$ cat src/rtl/ppsx_pkg.sv
package ppsx_pkg;

    localparam int FCLK_W = 12;

    typedef enum logic [3:0] {
        ST_OFF, ST_TS, ST_T0, ST_IFB, ST_HIST, ST_TCK, ST_PPSS,
        ST_REQ0, ST_REQOPT, ST_REQPCK, ST_RSPS, ST_RSP0, ST_RSPOPT, ST_RSPPCK
    } trk_state_e;

    // Clock-rate conversion factor per Fi code; 0 marks an unsupported code.
    function automatic logic [FCLK_W-1:0] fi_clocks(input logic [3:0] code);
        unique case (code)
            4'd0, 4'd1: fi_clocks = 12'd372;
            4'd2:       fi_clocks = 12'd558;
            4'd3:       fi_clocks = 12'd744;
            4'd4:       fi_clocks = 12'd1116;
            4'd5:       fi_clocks = 12'd1488;
            4'd6:       fi_clocks = 12'd1860;
            4'd9:       fi_clocks = 12'd512;
            4'd10:      fi_clocks = 12'd768;
            4'd11:      fi_clocks = 12'd1024;
            4'd12:      fi_clocks = 12'd1536;
            4'd13:      fi_clocks = 12'd2048;
            default:    fi_clocks = '0;
        endcase
    endfunction

    // Where ATR parsing goes once the current interface group is known.
    function automatic trk_state_e atr_next(input logic [3:0] ifb,
                                            input logic [3:0] hist,
                                            input logic       tck);
        if (ifb != 4'd0)       atr_next = ST_IFB;
        else if (hist != 4'd0) atr_next = ST_HIST;
        else if (tck)          atr_next = ST_TCK;
        else                   atr_next = ST_PPSS;
    endfunction

endpackage

$ cat src/rtl/ppsx_rise_det.sv
module ppsx_rise_det (
    input  logic clk,
    input  logic rst_n,
    input  logic lvl,
    output logic rise
);
    logic lvl_q;

    always_ff @(posedge clk) begin
        if (!rst_n) lvl_q <= 1'b0;
        else        lvl_q <= lvl;
    end

    assign rise = lvl & ~lvl_q;
endmodule

$ cat src/rtl/ppsx_etu_lut.sv
module ppsx_etu_lut #(
    parameter int ETU_W = 12
) (
    input  logic [7:0]       pps1,
    output logic             ok,
    output logic [ETU_W-1:0] one
);
    import ppsx_pkg::*;

    logic [FCLK_W-1:0] fclk;
    logic [2:0]        sh;
    logic              di_ok;
    logic [FCLK_W-1:0] rem_mask;

    always_comb begin
        fclk     = fi_clocks(pps1[7:4]);
        di_ok    = (pps1[3:0] >= 4'd1) && (pps1[3:0] <= 4'd7);
        sh       = pps1[2:0] - 3'd1;
        rem_mask = (FCLK_W'(2) << sh) - FCLK_W'(1);
        ok       = (fclk != '0) && di_ok && ((fclk & rem_mask) == '0);
        one      = ETU_W'(fclk >> sh);
    end
endmodule

$ cat src/rtl/ppsx_tracker.sv
module ppsx_tracker #(
    parameter int ETU_W   = 12,
    parameter int DEF_ETU = 372
) (
    input  logic             clk,
    input  logic             rst_n,
    input  logic             card_rst,
    input  logic             chr_vld,
    input  logic [7:0]       chr_data,
    output logic [ETU_W-1:0] etu_half,
    output logic [ETU_W-1:0] etu_one,
    output logic [ETU_W-1:0] etu_onehalf,
    output logic             etu_load,
    output logic             act_flag
);
    import ppsx_pkg::*;

    localparam logic [ETU_W-1:0] DEF_ONE  = ETU_W'(DEF_ETU);
    localparam logic [ETU_W-1:0] DEF_HALF = DEF_ONE >> 1;
    localparam logic [ETU_W-1:0] DEF_OH   = DEF_ONE + DEF_HALF;

    trk_state_e st, nxt;
    logic [3:0] ifb_mask, n_ifb;
    logic [3:0] hist_left, n_hist;
    logic       need_tck, n_tck;
    logic [2:0] req_mask, n_req;
    logic [2:0] opt_mask, n_opt;
    logic [7:0] req_pps1, n_rp1;
    logic [7:0] rsp_xor, n_x;
    logic       rsp_has1, n_has1;
    logic       fire;
    logic       sess_rise;
    logic       lut_ok;
    logic [ETU_W-1:0] lut_one;

    ppsx_rise_det rise_i (
        .clk  (clk),
        .rst_n(rst_n),
        .lvl  (card_rst),
        .rise (sess_rise)
    );

    ppsx_etu_lut #(.ETU_W(ETU_W)) lut_i (
        .pps1(req_pps1),
        .ok  (lut_ok),
        .one (lut_one)
    );

    // Next state and parse context.
    always_comb begin
        nxt    = st;
        n_ifb  = ifb_mask;
        n_hist = hist_left;
        n_tck  = need_tck;
        n_req  = req_mask;
        n_opt  = opt_mask;
        n_rp1  = req_pps1;
        n_x    = rsp_xor;
        n_has1 = rsp_has1;
        fire   = 1'b0;
        if (sess_rise) begin
            nxt    = ST_TS;
            n_tck  = 1'b0;
            n_has1 = 1'b0;
        end else if (chr_vld && card_rst) begin
            unique case (st)
                ST_OFF: nxt = ST_OFF;
                ST_TS:  nxt = (chr_data == 8'h3B) ? ST_T0 : ST_OFF;
                ST_T0: begin
                    n_ifb  = chr_data[7:4];
                    n_hist = chr_data[3:0];
                    nxt    = atr_next(chr_data[7:4], chr_data[3:0], need_tck);
                end
                ST_IFB: begin
                    if (ifb_mask[2:0] == 3'd0) begin
                        n_ifb = chr_data[7:4];
                        n_tck = need_tck | (chr_data[3:0] != 4'd0);
                    end else begin
                        n_ifb = ifb_mask & (ifb_mask - 4'd1);
                    end
                    nxt = atr_next(n_ifb, hist_left, n_tck);
                end
                ST_HIST: begin
                    n_hist = hist_left - 4'd1;
                    nxt    = atr_next(4'd0, n_hist, need_tck);
                end
                ST_TCK:  nxt = ST_PPSS;
                ST_PPSS: nxt = (chr_data == 8'hFF) ? ST_REQ0 : ST_OFF;
                ST_REQ0: begin
                    n_req = chr_data[6:4];
                    n_opt = chr_data[6:4];
                    nxt   = (chr_data[6:4] != 3'd0) ? ST_REQOPT : ST_REQPCK;
                end
                ST_REQOPT: begin
                    if (opt_mask[0]) n_rp1 = chr_data;
                    n_opt = opt_mask & (opt_mask - 3'd1);
                    nxt   = (n_opt != 3'd0) ? ST_REQOPT : ST_REQPCK;
                end
                ST_REQPCK: nxt = ST_RSPS;
                ST_RSPS: begin
                    n_x = chr_data;
                    nxt = (chr_data == 8'hFF) ? ST_RSP0 : ST_OFF;
                end
                ST_RSP0: begin
                    n_x    = rsp_xor ^ chr_data;
                    n_opt  = chr_data[6:4];
                    n_has1 = chr_data[4];
                    if ((chr_data[6:4] & ~req_mask) != 3'd0) nxt = ST_OFF;
                    else nxt = (chr_data[6:4] != 3'd0) ? ST_RSPOPT : ST_RSPPCK;
                end
                ST_RSPOPT: begin
                    n_x   = rsp_xor ^ chr_data;
                    n_opt = opt_mask & (opt_mask - 3'd1);
                    if (opt_mask[0] && (chr_data != req_pps1)) nxt = ST_OFF;
                    else nxt = (n_opt != 3'd0) ? ST_RSPOPT : ST_RSPPCK;
                end
                ST_RSPPCK: begin
                    fire = ((rsp_xor ^ chr_data) == 8'h00) && rsp_has1 && lut_ok;
                    nxt  = ST_OFF;
                end
                default: nxt = ST_OFF;
            endcase
        end
    end

    // State register and parse context.
    always_ff @(posedge clk) begin
        if (!rst_n) begin
            st        <= ST_OFF;
            ifb_mask  <= '0;
            hist_left <= '0;
            need_tck  <= 1'b0;
            req_mask  <= '0;
            opt_mask  <= '0;
            req_pps1  <= '0;
            rsp_xor   <= '0;
            rsp_has1  <= 1'b0;
        end else begin
            st        <= nxt;
            ifb_mask  <= n_ifb;
            hist_left <= n_hist;
            need_tck  <= n_tck;
            req_mask  <= n_req;
            opt_mask  <= n_opt;
            req_pps1  <= n_rp1;
            rsp_xor   <= n_x;
            rsp_has1  <= n_has1;
        end
    end

    // Outputs.
    always_ff @(posedge clk) begin
        if (!rst_n) begin
            etu_half    <= DEF_HALF;
            etu_one     <= DEF_ONE;
            etu_onehalf <= DEF_OH;
            etu_load    <= 1'b0;
            act_flag    <= 1'b0;
        end else begin
            etu_load <= 1'b0;
            act_flag <= 1'b0;
            if (sess_rise) begin
                etu_half    <= DEF_HALF;
                etu_one     <= DEF_ONE;
                etu_onehalf <= DEF_OH;
                etu_load    <= 1'b1;
            end else if (fire) begin
                etu_half    <= lut_one >> 1;
                etu_one     <= lut_one;
                etu_onehalf <= lut_one + (lut_one >> 1);
                etu_load    <= 1'b1;
                act_flag    <= 1'b1;
            end
        end
    end


    rise_restores_default_chk: assert property (@(posedge clk) disable iff (!rst_n)
        $rose(card_rst) |=> (etu_load && !act_flag && etu_one == DEF_ONE));


    act_needs_load_chk: assert property (@(posedge clk) disable iff (!rst_n)
        act_flag |-> etu_load);


    etu_ratio_chk: assert property (@(posedge clk) disable iff (!rst_n)
        (etu_half == (etu_one >> 1)) && (etu_onehalf == etu_one + etu_half));


    counts_hold_chk: assert property (@(posedge clk) disable iff (!rst_n)
        !etu_load |-> ($stable(etu_one) && $stable(etu_half) && $stable(etu_onehalf)));


    low_rst_ignored_chk: assert property (@(posedge clk) disable iff (!rst_n)
        (!card_rst && chr_vld) |=> !etu_load);

endmodule

$ cat config.mk
export PLATFORM = sky130hd
export DESIGN_NAME = ppsx_tracker
export DESIGN_NICKNAME = d
export VERILOG_FILES = /design/src/rtl/ppsx_pkg.sv /design/src/rtl/ppsx_rise_det.sv /design/src/rtl/ppsx_etu_lut.sv /design/src/rtl/ppsx_tracker.sv
export SDC_FILE = /design/constraint.sdc
export NUM_CORES = 1
export LEC_CHECK = 0
export CAP_MARGIN = 20
export CORE_MARGIN = 4
export CORE_UTILIZATION = 58
export CTS_CLUSTER_SIZE = 40
export DETAILED_ROUTE_END_ITERATION = 12
export GPL_ROUTABILITY_DRIVEN = 1
export HOLD_SLACK_MARGIN = 0.08
export PLACE_DENSITY = 0.8
export SYNTH_ARGS = -nofsm -noshare
export SYNTH_HDL_FRONTEND = slang
export SYNTH_SLANG_ARGS = --single-unit
$ cat constraint.sdc
create_clock -name clk -period 6.9 [get_ports clk]
set_input_delay 1.38 -clock clk [delete_from_list [all_inputs] [get_ports clk]]
set_output_delay 1.38 -clock clk [all_outputs]
set_load 0.005 [all_outputs]
==> out/metrics.cfg, run 1 <==
[yosys]
syn-num-nets = 682
yosys_warnings = 0
synthFlopType = dfxtp_1
syn-cell-area_um2 = 5100
synth_cell_type_count = 68
async_flop_share_pct = 0
avgSynthCellArea_um2 = 7.94
ys_seq_area_share_pct = 29.0
synth_seq_cells = 74
synth_edf_count = 0
postSynthCellCount = 643

[timing]
max_slew.worst_pin.slew_ps = 1040
fin_crit_ps = 4430
grt_setup_unrepaired = no
max_freq_mhz = 226
skew_ps = 8.29
slew_headroom_pct = 30.8
setup_violations = 0
period_share_pct = 64.2
hold_viol_final = 0
finalSetupTns_ps = 0
whs_ps = 476
finalMaxSlewViolations = 0

[routing]
wire_per_inst_um = 16.4
first_pass_iters = 5
vias_per_cell = 6.12
vias = 4672
drtIter0Drc = 248
routed_wl_um = 12500
drc = 0
ant_nets = 0

[clock_tree]
ctsHtreeMaxLevel = 3
cts_made_buffers = 9
clock_latency_ps = 350
postCtsSetupRepairBufs = 0
cts_tree = built
cts_buffer_depth = 2
path_clk_slew_ps = 80
postCtsHoldBufs = 0
cts-resized-gates = 0
ctsRootBufferMaster = clkbuf_8
clkSinkCount = 74

[floorplan]
io_pins = 50
placementRows = 33
die-area_um2 = 10400
start_util_pct = 60.9
die_width_um = 102
core_area_um2 = 8380
die_y_um = 102

[hold_path]
min_path_cells = 2
hold_class = reg2reg

[power]
clkPwrFrac_pct = 45.7
power_density_nw_per_um2 = 150
peakVddDrop_mv = 0.0955
pwr-share-seq_pct = 50.1
pwr-share-comb_pct = 4.2
p_sw_w = 0.000198
swShare_pct = 23.2
leakagePower_nw = 2.06
p_int_w = 0.000657

[cells_and_area]
drive_gt1_share_pct = 5.32
regArea_um2 = 1480
fillCellCount = 683
nets = 692
area_delta_synth_final_pct = 12.1
multi_input_area_um2 = 3280
layout_common_cells = dfxtp_1, nand2_1, o21ai_0
final_common_cell = dfxtp_1
diodes = 0

[global_route]
antenna_found_initial = 0
grt_max_degree = 37
grt_pass1_wl_um = 21100
grt_overflow = 0
grt_pass1_vias = 4398
track_usage_pct = 25.3

[setup_path]
reg2reg_depth = 14
critPathKind = reg2reg
required_ps = 7180
worstPathMaxFanout = 14
cp-end-kind = register
arrival_ps = 4700
start_kind = register

[flow_run]
cap_violations = 0

[placed_design]
place_hpwl_um = 9250
portBuffers = 48
gp_congestion = 0.925

[status]
status = finished clean

-- worst max-delay path, cell delays in order (launching register included) --
cell	delay (ps)
dfxtp_1	650
inv_2	230
ha_1	690
mux2i_1	180
mux2_2	300
o21ai_0	380
ha_1	240
inv_1	50
fa_1	400
nor2b_1	260
o2111ai_1	170
a311o_1	360
o311ai_0	120
nand4_1	140
a21oi_1	160
-- final cells by class --
cell class | count | area share (%)
clock buffer | 11 | 2.47
clock inverter | 5 | 1.51
inverter | 23 | 1.51
multi-input combinational | 493 | 57.4
sequential | 74 | 25.9
tap | 105 | 2.30
timing repair buffer | 52 | 8.92
-- cells by family (layout without fill, tap and decap cells) --
family | after synthesis | count (layout) | share of synthesized area (%)
other | 1 | 1 | 0.0735
muxes | 35 | 35 | 7.23
buffers and inverters | 76 | 91 | 6.74
adders and majority gates | 27 | 27 | 6.77
xor gates and xnor gates | 37 | 37 | 6.64
and+or+nand+nor | 232 | 232 | 23.6
DFF | 74 | 74 | 29.0
AOI/OAI and AO/OA | 161 | 161 | 19.9
-- per-layer routing --
metal	track usage, %	up-vias	routed length [um]
met4	9.61	0	348
li1	-	2313	-
met3	4.34	33	787
met5	0	-	0
met2	41.9	159	5880
met1	32.8	2167	5520
-- sequential cells by signal (all words and copies together), names as in the netlist --
| signal | cells |
|---|---|
| etu_onehalf | 12 |
| rise_i.lvl_q | 1 |
| ifb_mask | 4 |
| opt_mask | 3 |
| etu_one | 12 |
| act_flag | 1 |
| req_pps1 | 8 |
| lut_i.fclk | 11 |
| hist_left | 4 |
| etu_load | 1 |
| rsp_has1 | 1 |
| st | 4 |
| need_tck | 1 |
| rsp_xor | 8 |
| req_mask | 3 |
-- Yosys cell counts (all sizes together) (19+ instances only) --
cell type,number,area (um^2)
a21oi,37,185
buf,19,130
clkbuf,34,128
dfxtp,74,1480
ha,26,325
inv,23,86.3
mux2i,29,290
nand2,57,214
nor2,44,165
nor2b,19,119
nor3,20,100
o21ai,51,255
xor2,29,262
-- metrics by stage --
step | worst slack, ps | total power (W) | utilization [%] | instances | instance area [um^2]
after CTS | 2450 | 0.000858 | 68.2 | 762 | 5710
after global placement | 2300 | 0.000473 | 65.5 | 746 | 5490
after floorplan | 3300 | 0.000460 | - | 643 | 5100
after detailed placement | 2090 | 0.000474 | 65.5 | 746 | 5490
after global routing | 2130 | 0.000887 | 68.3 | 763 | 5720
final | 2470 | 0.000855 | 68.3 | 763 | 5720
-- worst paths after layout --
kind,endpoint,start,slack (ps)
setup reg to reg,etu_onehalf[10],req_pps1[0],2470
setup / recovery,etu_onehalf[10],req_pps1[0],2470
hold / removal,etu_onehalf[11],etu_onehalf[11],480
hold reg to reg,etu_onehalf[11],etu_onehalf[11],480
-- power groups by stage --
stage / Combinational [W] / Sequential [W] / Clock, W
finish: 0.0000357 / 0.000429 / 0.000391
global route: 0.0000385 / 0.000429 / 0.000419
CTS: 0.0000353 / 0.000429 / 0.000394
detailed placement: 0.0000352 / 0.000439 / 0
global placement: 0.0000345 / 0.000439 / 0
floorplan: 0.0000217 / 0.000438 / 0
No activity file was read; power rests on OpenSTA's default activity.
==> inputs of run 2 (changes only) <==
- CORE_UTILIZATION: 58 -> 53
- PLACE_DENSITY: 0.8 -> 0.77
- clock period: 6.9 -> 3.82 ns (I/O delays scaled with it)
==> run 2 against run 1 <==
Combinational power rose by 97%. Die area grew 8.7%. Core utilization is 5.0 points lower. Register-to-register slack worse by 2200 ps. Total power increased by 78%. Cell count is 5.5% higher. Flip-flop and latch count did not move. Sequential power up 81%. Hold slack about the same. Non-clock buffer count is 18 higher.
==> out/metrics.cfg, run 2 (synthesized netlist as in run 1, its figures left out) <==
[timing]
skew_ps = 13.9  ; was 8.29 ps
grt_setup_unrepaired = no  ; unchanged
finalMaxSlewViolations = 0  ; unchanged
fin_crit_ps = 3590  ; was 4430 ps
setup_slack_ps = 227  ; was 2470 ps
period_share_pct = 94.1  ; was 64.2%
setup_violations = 0  ; unchanged
hold_viol_final = 0  ; unchanged
slew_headroom_pct = 51.6  ; was 30.8%
max_freq_mhz = 278  ; was 226 MHz
max_slew.worst_pin.slew_ps = 724  ; was 1040 ps

[setup_path]
crit_family = simple AND/OR/NAND/NOR gates  ; was adder cells
critPathKind = reg2reg  ; unchanged
required_ps = 4060  ; was 7180 ps
arrival_ps = 3840  ; was 4700 ps
worstPathMaxFanout = 13  ; was 14
rrSetupSlack_ps = 230  ; was 2470 ps
start_kind = register  ; unchanged
path_buf_inv = 1  ; was 2
critPathMaxStageDelay_ps = 630  ; was 690 ps
path_cells = inv_1, ha_4, mux2_2, a21oi_1, o21ai_0, ha_1, and4_1, a21oi_1, and2_1, or4b_2, o2111ai_1, mux2i_1  ; was inv_2, ha_1, mux2i_1, mux2_2, o21ai_0, ha_1, inv_1, fa_1, nor2b_1, o2111ai_1, a311o_1, o311ai_0, nand4_1, a21oi_1
timing.critical_path.mode_cell = a21oi_1  ; was ha_1
slowest_stage = or4b_2  ; was ha_1
cp-end-kind = register  ; unchanged

[routing]
ant_nets = 0  ; unchanged
routed_wl_um = 13000  ; was 12,500 um
drtIter0Drc = 258  ; was 248
first_pass_iters = 5  ; unchanged
wire_per_inst_um = 16.2  ; was 16.4 um
vias_per_cell = 5.91  ; was 6.12
drc = 0  ; unchanged
vias = 4761  ; was 4,672

[power]
power_density_nw_per_um2 = 259  ; was 150 nW/um^2
p_sw_w = 0.000342  ; was 0.000198 W
peakVddDrop_mv = 0.185  ; was 0.0955 mV
pwr-share-seq_pct = 50.8  ; was 50.1%
p_int_w = 0.00118  ; was 0.000657 W
leakagePower_nw = 2.15  ; was 2.06 nW
clkPwrFrac_pct = 44.6  ; was 45.7%
pwr-share-comb_pct = 4.6  ; was 4.2%
swShare_pct = 22.4  ; was 23.2%
finalPower_w = 0.00153  ; was 0.000855 W

[placed_design]
place_hpwl_um = 9920  ; was 9250 um
gp_congestion = 0.925  ; about the same
detailedPlace.worstSlack_ps = -25.1  ; was 2090 ps
portBuffers = 48  ; unchanged

[floorplan]
core_area_um2 = 9330  ; was 8380 um^2
die_width_um = 106  ; was 102 um
io_pins = 50  ; unchanged
placementRows = 35  ; was 33
die-area_um2 = 11300  ; was 10,400 um^2
start_util_pct = 54.7  ; was 60.9%
die_y_um = 106  ; was 102 um

[clock_tree]
path_clk_slew_ps = 80  ; about the same
postCtsSetupRepairBufs = 0  ; unchanged
clock_latency_ps = 360  ; was 350 ps
ctsHtreeMaxLevel = 3  ; unchanged
ctsRootBufferMaster = clkbuf_8  ; unchanged
cts_tree = built  ; unchanged
cts_made_buffers = 9  ; unchanged
clkSinkCount = 74  ; unchanged
cts_buffer_depth = 2  ; unchanged
postCtsHoldBufs = 0  ; unchanged

[cells_and_area]
final_common_cell = dfxtp_1  ; unchanged
diodes = 0  ; unchanged
area_delta_synth_final_pct = 15.6  ; was 12.1%
layout_common_cells = dfxtp_1, nand2_1, o21ai_0  ; unchanged
fillCellCount = 845  ; was 683
nets = 710  ; was 692
drive_gt1_share_pct = 7.99  ; was 5.32%

[global_route]
track_usage_pct = 23.4  ; was 25.3%
grt_overflow = 0  ; unchanged
antenna_found_initial = 0  ; unchanged
grt_max_degree = 23  ; was 37
grt_pass1_vias = 4507  ; was 4,398
grt_pass1_wl_um = 21600  ; was 21,100 um

[status]
status = finished clean  ; unchanged

[hold_path]
hold_class = reg2reg  ; unchanged

[flow_run]
cap_violations = 0  ; unchanged

## run 2: path summary, 6_finish.rpt
check | cells after the start | endpoint | startpoint
hold / removal | 2 | etu_one[0] | etu_one[0]
setup reg to reg | 12 | etu_onehalf[11] | req_pps1[1]
setup / recovery | 12 | etu_onehalf[11] | req_pps1[1]
hold reg to reg | 2 | etu_one[0] | etu_one[0]
## run 2: metal layers
layer	up-vias	global-route usage (%)	share of wire, %
met3	32	3.46	5.5
met5	-	0	0
met1	2214	28.5	42
li1	2347	-	-
met2	168	40.7	49
met4	0	10.3	2.8
## run 2: stage by stage
| stage | hold WS [ps] | utilization, % | cells | TNS (ps) | area (um^2) |
|---|---|---|---|---|---|
| floorplan | 455 | - | 643 | 0 | 5100 |
| global placement | 458 | 60.7 | 789 | 0 | 5660 |
| detailed placement | 462 | 60.7 | 789 | -45.2 | 5660 |
| CTS | 477 | 63.0 | 805 | 0 | 5880 |
| global route | 493 | 63.3 | 805 | 0 | 5900 |
| finish | 476 | 63.3 | 805 | 0 | 5900 |
## run 2: timing repair
item | in CTS | in global routing
setup endpoints to repair | 2 | 5
pin swaps | 0 | 0
resized for setup | 1 | 4
## run 2: power by group through the flow
stage	Clock (W)	Combinational [W]	Sequential [W]
finish	0.000681	0.0000702	0.000775
detailed placement	0	0.0000696	0.000793
global route	0.000733	0.0000758	0.000775
floorplan	0	0.0000391	0.000791
CTS	0.000693	0.0000700	0.000775
global placement	0	0.0000692	0.000793
## run 2: tightest hold or removal path, delay by kind of cell, from the launching register on
| family | cells | cell delay (ps) |
|---|---|---|
| flip-flops | 1 | 310 |
| AO/OA/AOI/OAI | 2 | 120 |
## run 2: layout make-up
cell class | instances | area [um^2] | area share, %
Clock buffer | 11 | 141 | 2.40
Clock inverter | 5 | 77.6 | 1.31
Inverter | 23 | 86.3 | 1.46
Multi-Input combinational cell | 493 | 3310 | 56.1
Sequential cell | 74 | 1480 | 25.1
Tap cell | 129 | 161 | 2.73
Timing Repair Buffer | 70 | 646 | 10.9
==> inputs of run 3 (changes only) <==
- CORE_MARGIN: 4 -> unset
- CTS_BUF_LIST: unset -> sky130_fd_sc_hd__clkbuf_16
- CTS_CLUSTER_DIAMETER: unset -> 100
==> run 3 against run 2 <==
Count of clock-buffer cells in the layout decreased by 2. Global-route usage rose by 3.7 points. Critical path type unchanged. Critical path depth up 1. Total power rose by 8.9%. Critical endpoint is now etu_one[1]. Wire length grew 2.1%. Design area rose by 2.2%. First-iteration DRC count is 4.7% higher. Largest cell class unchanged. Sequential power about the same. Register-to-register slack got worse by 70 ps.
==> out/metrics.cfg, run 3 (synthesized netlist as in run 1, its figures left out) <==
[clock_tree]
cts_tree = built  ; unchanged
cts_made_buffers = 9  ; unchanged
ctsHtreeMaxLevel = 3  ; unchanged
clock_latency_ps = 330  ; was 360 ps
clkSinkCount = 74  ; unchanged
cts_buffer_depth = 2  ; unchanged
ctsRootBufferMaster = clkbuf_16  ; was clkbuf_8
postCtsHoldBufs = 0  ; unchanged
path_clk_slew_ps = 50  ; was 80 ps

[flow_run]
cap_violations = 0  ; unchanged

[cells_and_area]
nets = 719  ; was 710
finalInstanceArea_um2 = 6030  ; was 5900 um^2
diodes = 0  ; unchanged
area_delta_synth_final_pct = 18.2  ; was 15.6%
stdcell_count = 812  ; was 805
final_common_cell = dfxtp_1  ; unchanged
layout_common_cells = dfxtp_1, nand2_1, o21ai_0, clkdlybuf4s50_1, nor2_1  ; was dfxtp_1, nand2_1, o21ai_0
multi_input_area_um2 = 3320  ; was 3310 um^2
regArea_um2 = 1480  ; unchanged
fillCellCount = 813  ; was 845
drive_gt1_share_pct = 9.22  ; was 7.99%

[status]
status = finished clean  ; unchanged

[floorplan]
die-area_um2 = 10000  ; was 11,300 um^2
placementRows = 35  ; unchanged
io_pins = 50  ; unchanged
die_width_um = 100  ; was 106 um
core_area_um2 = 9280  ; was 9330 um^2
start_util_pct = 55.0  ; was 54.7%
die_y_um = 100  ; was 106 um

[global_route]
grt_overflow = 0  ; unchanged
use_met2_pct = 47.9  ; was 40.7%
grtUsageMet3_pct = 4.32  ; was 3.46%
gr-usage-met1_pct = 32.6  ; was 28.5%
grt_pass1_vias = 4534  ; was 4,507
top_usage_layer = met2  ; unchanged
grt_max_degree = 22  ; was 23
track_usage_pct = 27.1  ; was 23.4%
grt_pass1_wl_um = 21600  ; unchanged
antenna_found_initial = 0  ; unchanged

[placed_design]
detailedPlace.worstSlack_ps = 96.7  ; was -25.1 ps
place_hpwl_um = 9840  ; was 9920 um
place_inst = 796  ; was 789
portBuffers = 48  ; unchanged
gp_congestion = 0.932  ; was 0.925
dpl_cell_area_um2 = 5710  ; was 5660 um^2

[setup_path]
required_ps = 4060  ; about the same
rrSetupSlack_ps = 160  ; was 230 ps
critPathKind = reg2reg  ; unchanged
arrival_ps = 3910  ; was 3840 ps
reg2reg_depth = 13  ; was 12
timing.critical_path.mode_cell = buf_4  ; was a21oi_1
worstPathMaxFanout = 15  ; was 13
cp-end-kind = register  ; unchanged
start_kind = register  ; unchanged
reg2reg_from = req_pps1[0]  ; was req_pps1[1]
path_cells = inv_2, buf_4, ha_1, xnor2_2, buf_4, nand2_1, ha_1, a21boi_1, o21a_1, or4_1, buf_4, or3_1, a21oi_1  ; was inv_1, ha_4, mux2_2, a21oi_1, o21ai_0, ha_1, and4_1, a21oi_1, and2_1, or4b_2, o2111ai_1, mux2i_1
critPathMaxStageDelay_ps = 630  ; about the same
slowest_stage = or4_1  ; was or4b_2
r2r-end = etu_one[1]  ; was etu_onehalf[11]

[hold_path]
hold_end = etu_onehalf[3]  ; was etu_one[0]
hold_class = reg2reg  ; unchanged
hp-start = etu_onehalf[3]  ; was etu_one[0]
min_path_cells = 1  ; was 2

[routing]
routed_wl_um = 13300  ; was 13,000 um
wire_per_inst_um = 16.4  ; was 16.2 um
first_pass_iters = 5  ; unchanged
drtIter0Drc = 270  ; was 258
ant_nets = 0  ; unchanged
vias = 4822  ; was 4,761
drc = 0  ; unchanged
vias_per_cell = 5.94  ; was 5.91

[power]
leakagePower_nw = 2.22  ; was 2.15 nW
peakVddDrop_mv = 0.170  ; was 0.185 mV
finalPower_w = 0.00166  ; was 0.00153 W
power_density_nw_per_um2 = 275  ; was 259 nW/um^2

[timing]
slew_headroom_pct = 51.9  ; was 51.6%
setup_violations = 0  ; unchanged
max_slew.worst_pin.slew_ps = 719  ; was 724 ps
finalSetupTns_ps = 0  ; unchanged
fin_crit_ps = 3660  ; was 3590 ps
finalMaxSlewViolations = 0  ; unchanged
hold_viol_final = 0  ; unchanged
period_share_pct = 95.9  ; was 94.1%
grt_setup_unrepaired = no  ; unchanged
skew_ps = 9.13  ; was 13.9 ps
setup_slack_ps = 158  ; was 227 ps
max_freq_mhz = 273  ; was 278 MHz

-- run 3: layout make-up --
class                      instances  area share (%)
clock inverter                     5           0.829
clock buffer                       9            3.73
timing repair buffer              79            11.8
sequential                        74            24.5
inverter                          23            1.43
tap                              129            2.67
multi-input combinational        493            55.0
-- run 3: timing repair --
item / 4_1_cts / 5_1_grt
resized for setup: 0 / 8
endpoints found under the setup margin: 0 / 6
buffers inserted: 0 / 2
-- run 3: worst max path at each step --
stage | startpoint | endpoint | slack, ps
after floorplan | req_pps1[0] | etu_onehalf[7] | 220
after global placement | req_pps1[1] | etu_onehalf[11] | 250
after detailed placement | req_pps1[1] | etu_onehalf[11] | 100
after CTS | req_pps1[1] | etu_onehalf[11] | 20
after global routing | req_pps1[0] | etu_one[1] | 7
final | req_pps1[0] | etu_one[1] | 160
-- run 3: power by group --
group	total [W]	internal (W)	switching [W]	leakage, nW
Combinational	0.0000733	0.0000298	0.0000435	1.49
Clock	0.000815	0.000493	0.000323	0.140
Sequential	0.000774	0.000773	0.000000550	0.597
-- run 3: per-layer routing --
metal  wire [um]  part of all wire [%]  vias to the layer above
li1            -                     -                     2359
met1        5640                    42                     2239
met2        6640                    50                      184
met3         648                   4.9                       40
met4         378                   2.8                        0
met5           0                     0                        -
-- run 3: metrics by stage --
step | hold slack [ps] | util, %
2_1_floorplan | 455 | -
3_3_place_gp | 452 | 61.5
4_1_cts | 473 | 64.5
5_1_grt | 496 | 65.0
6_report | 474 | 65.0
3_5_place_dp | 466 | 61.5
-- run 3: critical path: cells and delay by family, from the launching register on --
| family | cells | cell delay [ps] |
|---|---|---|
| AO/OA/AOI/OAI | 3 | 510 |
| AND/OR/NAND/NOR | 3 | 1050 |
| XOR/XNOR | 1 | 370 |
| buffers and inverters | 4 | 710 |
| adder cells (fa/ha/maj) | 2 | 580 |
| flip-flops | 1 | 340 |
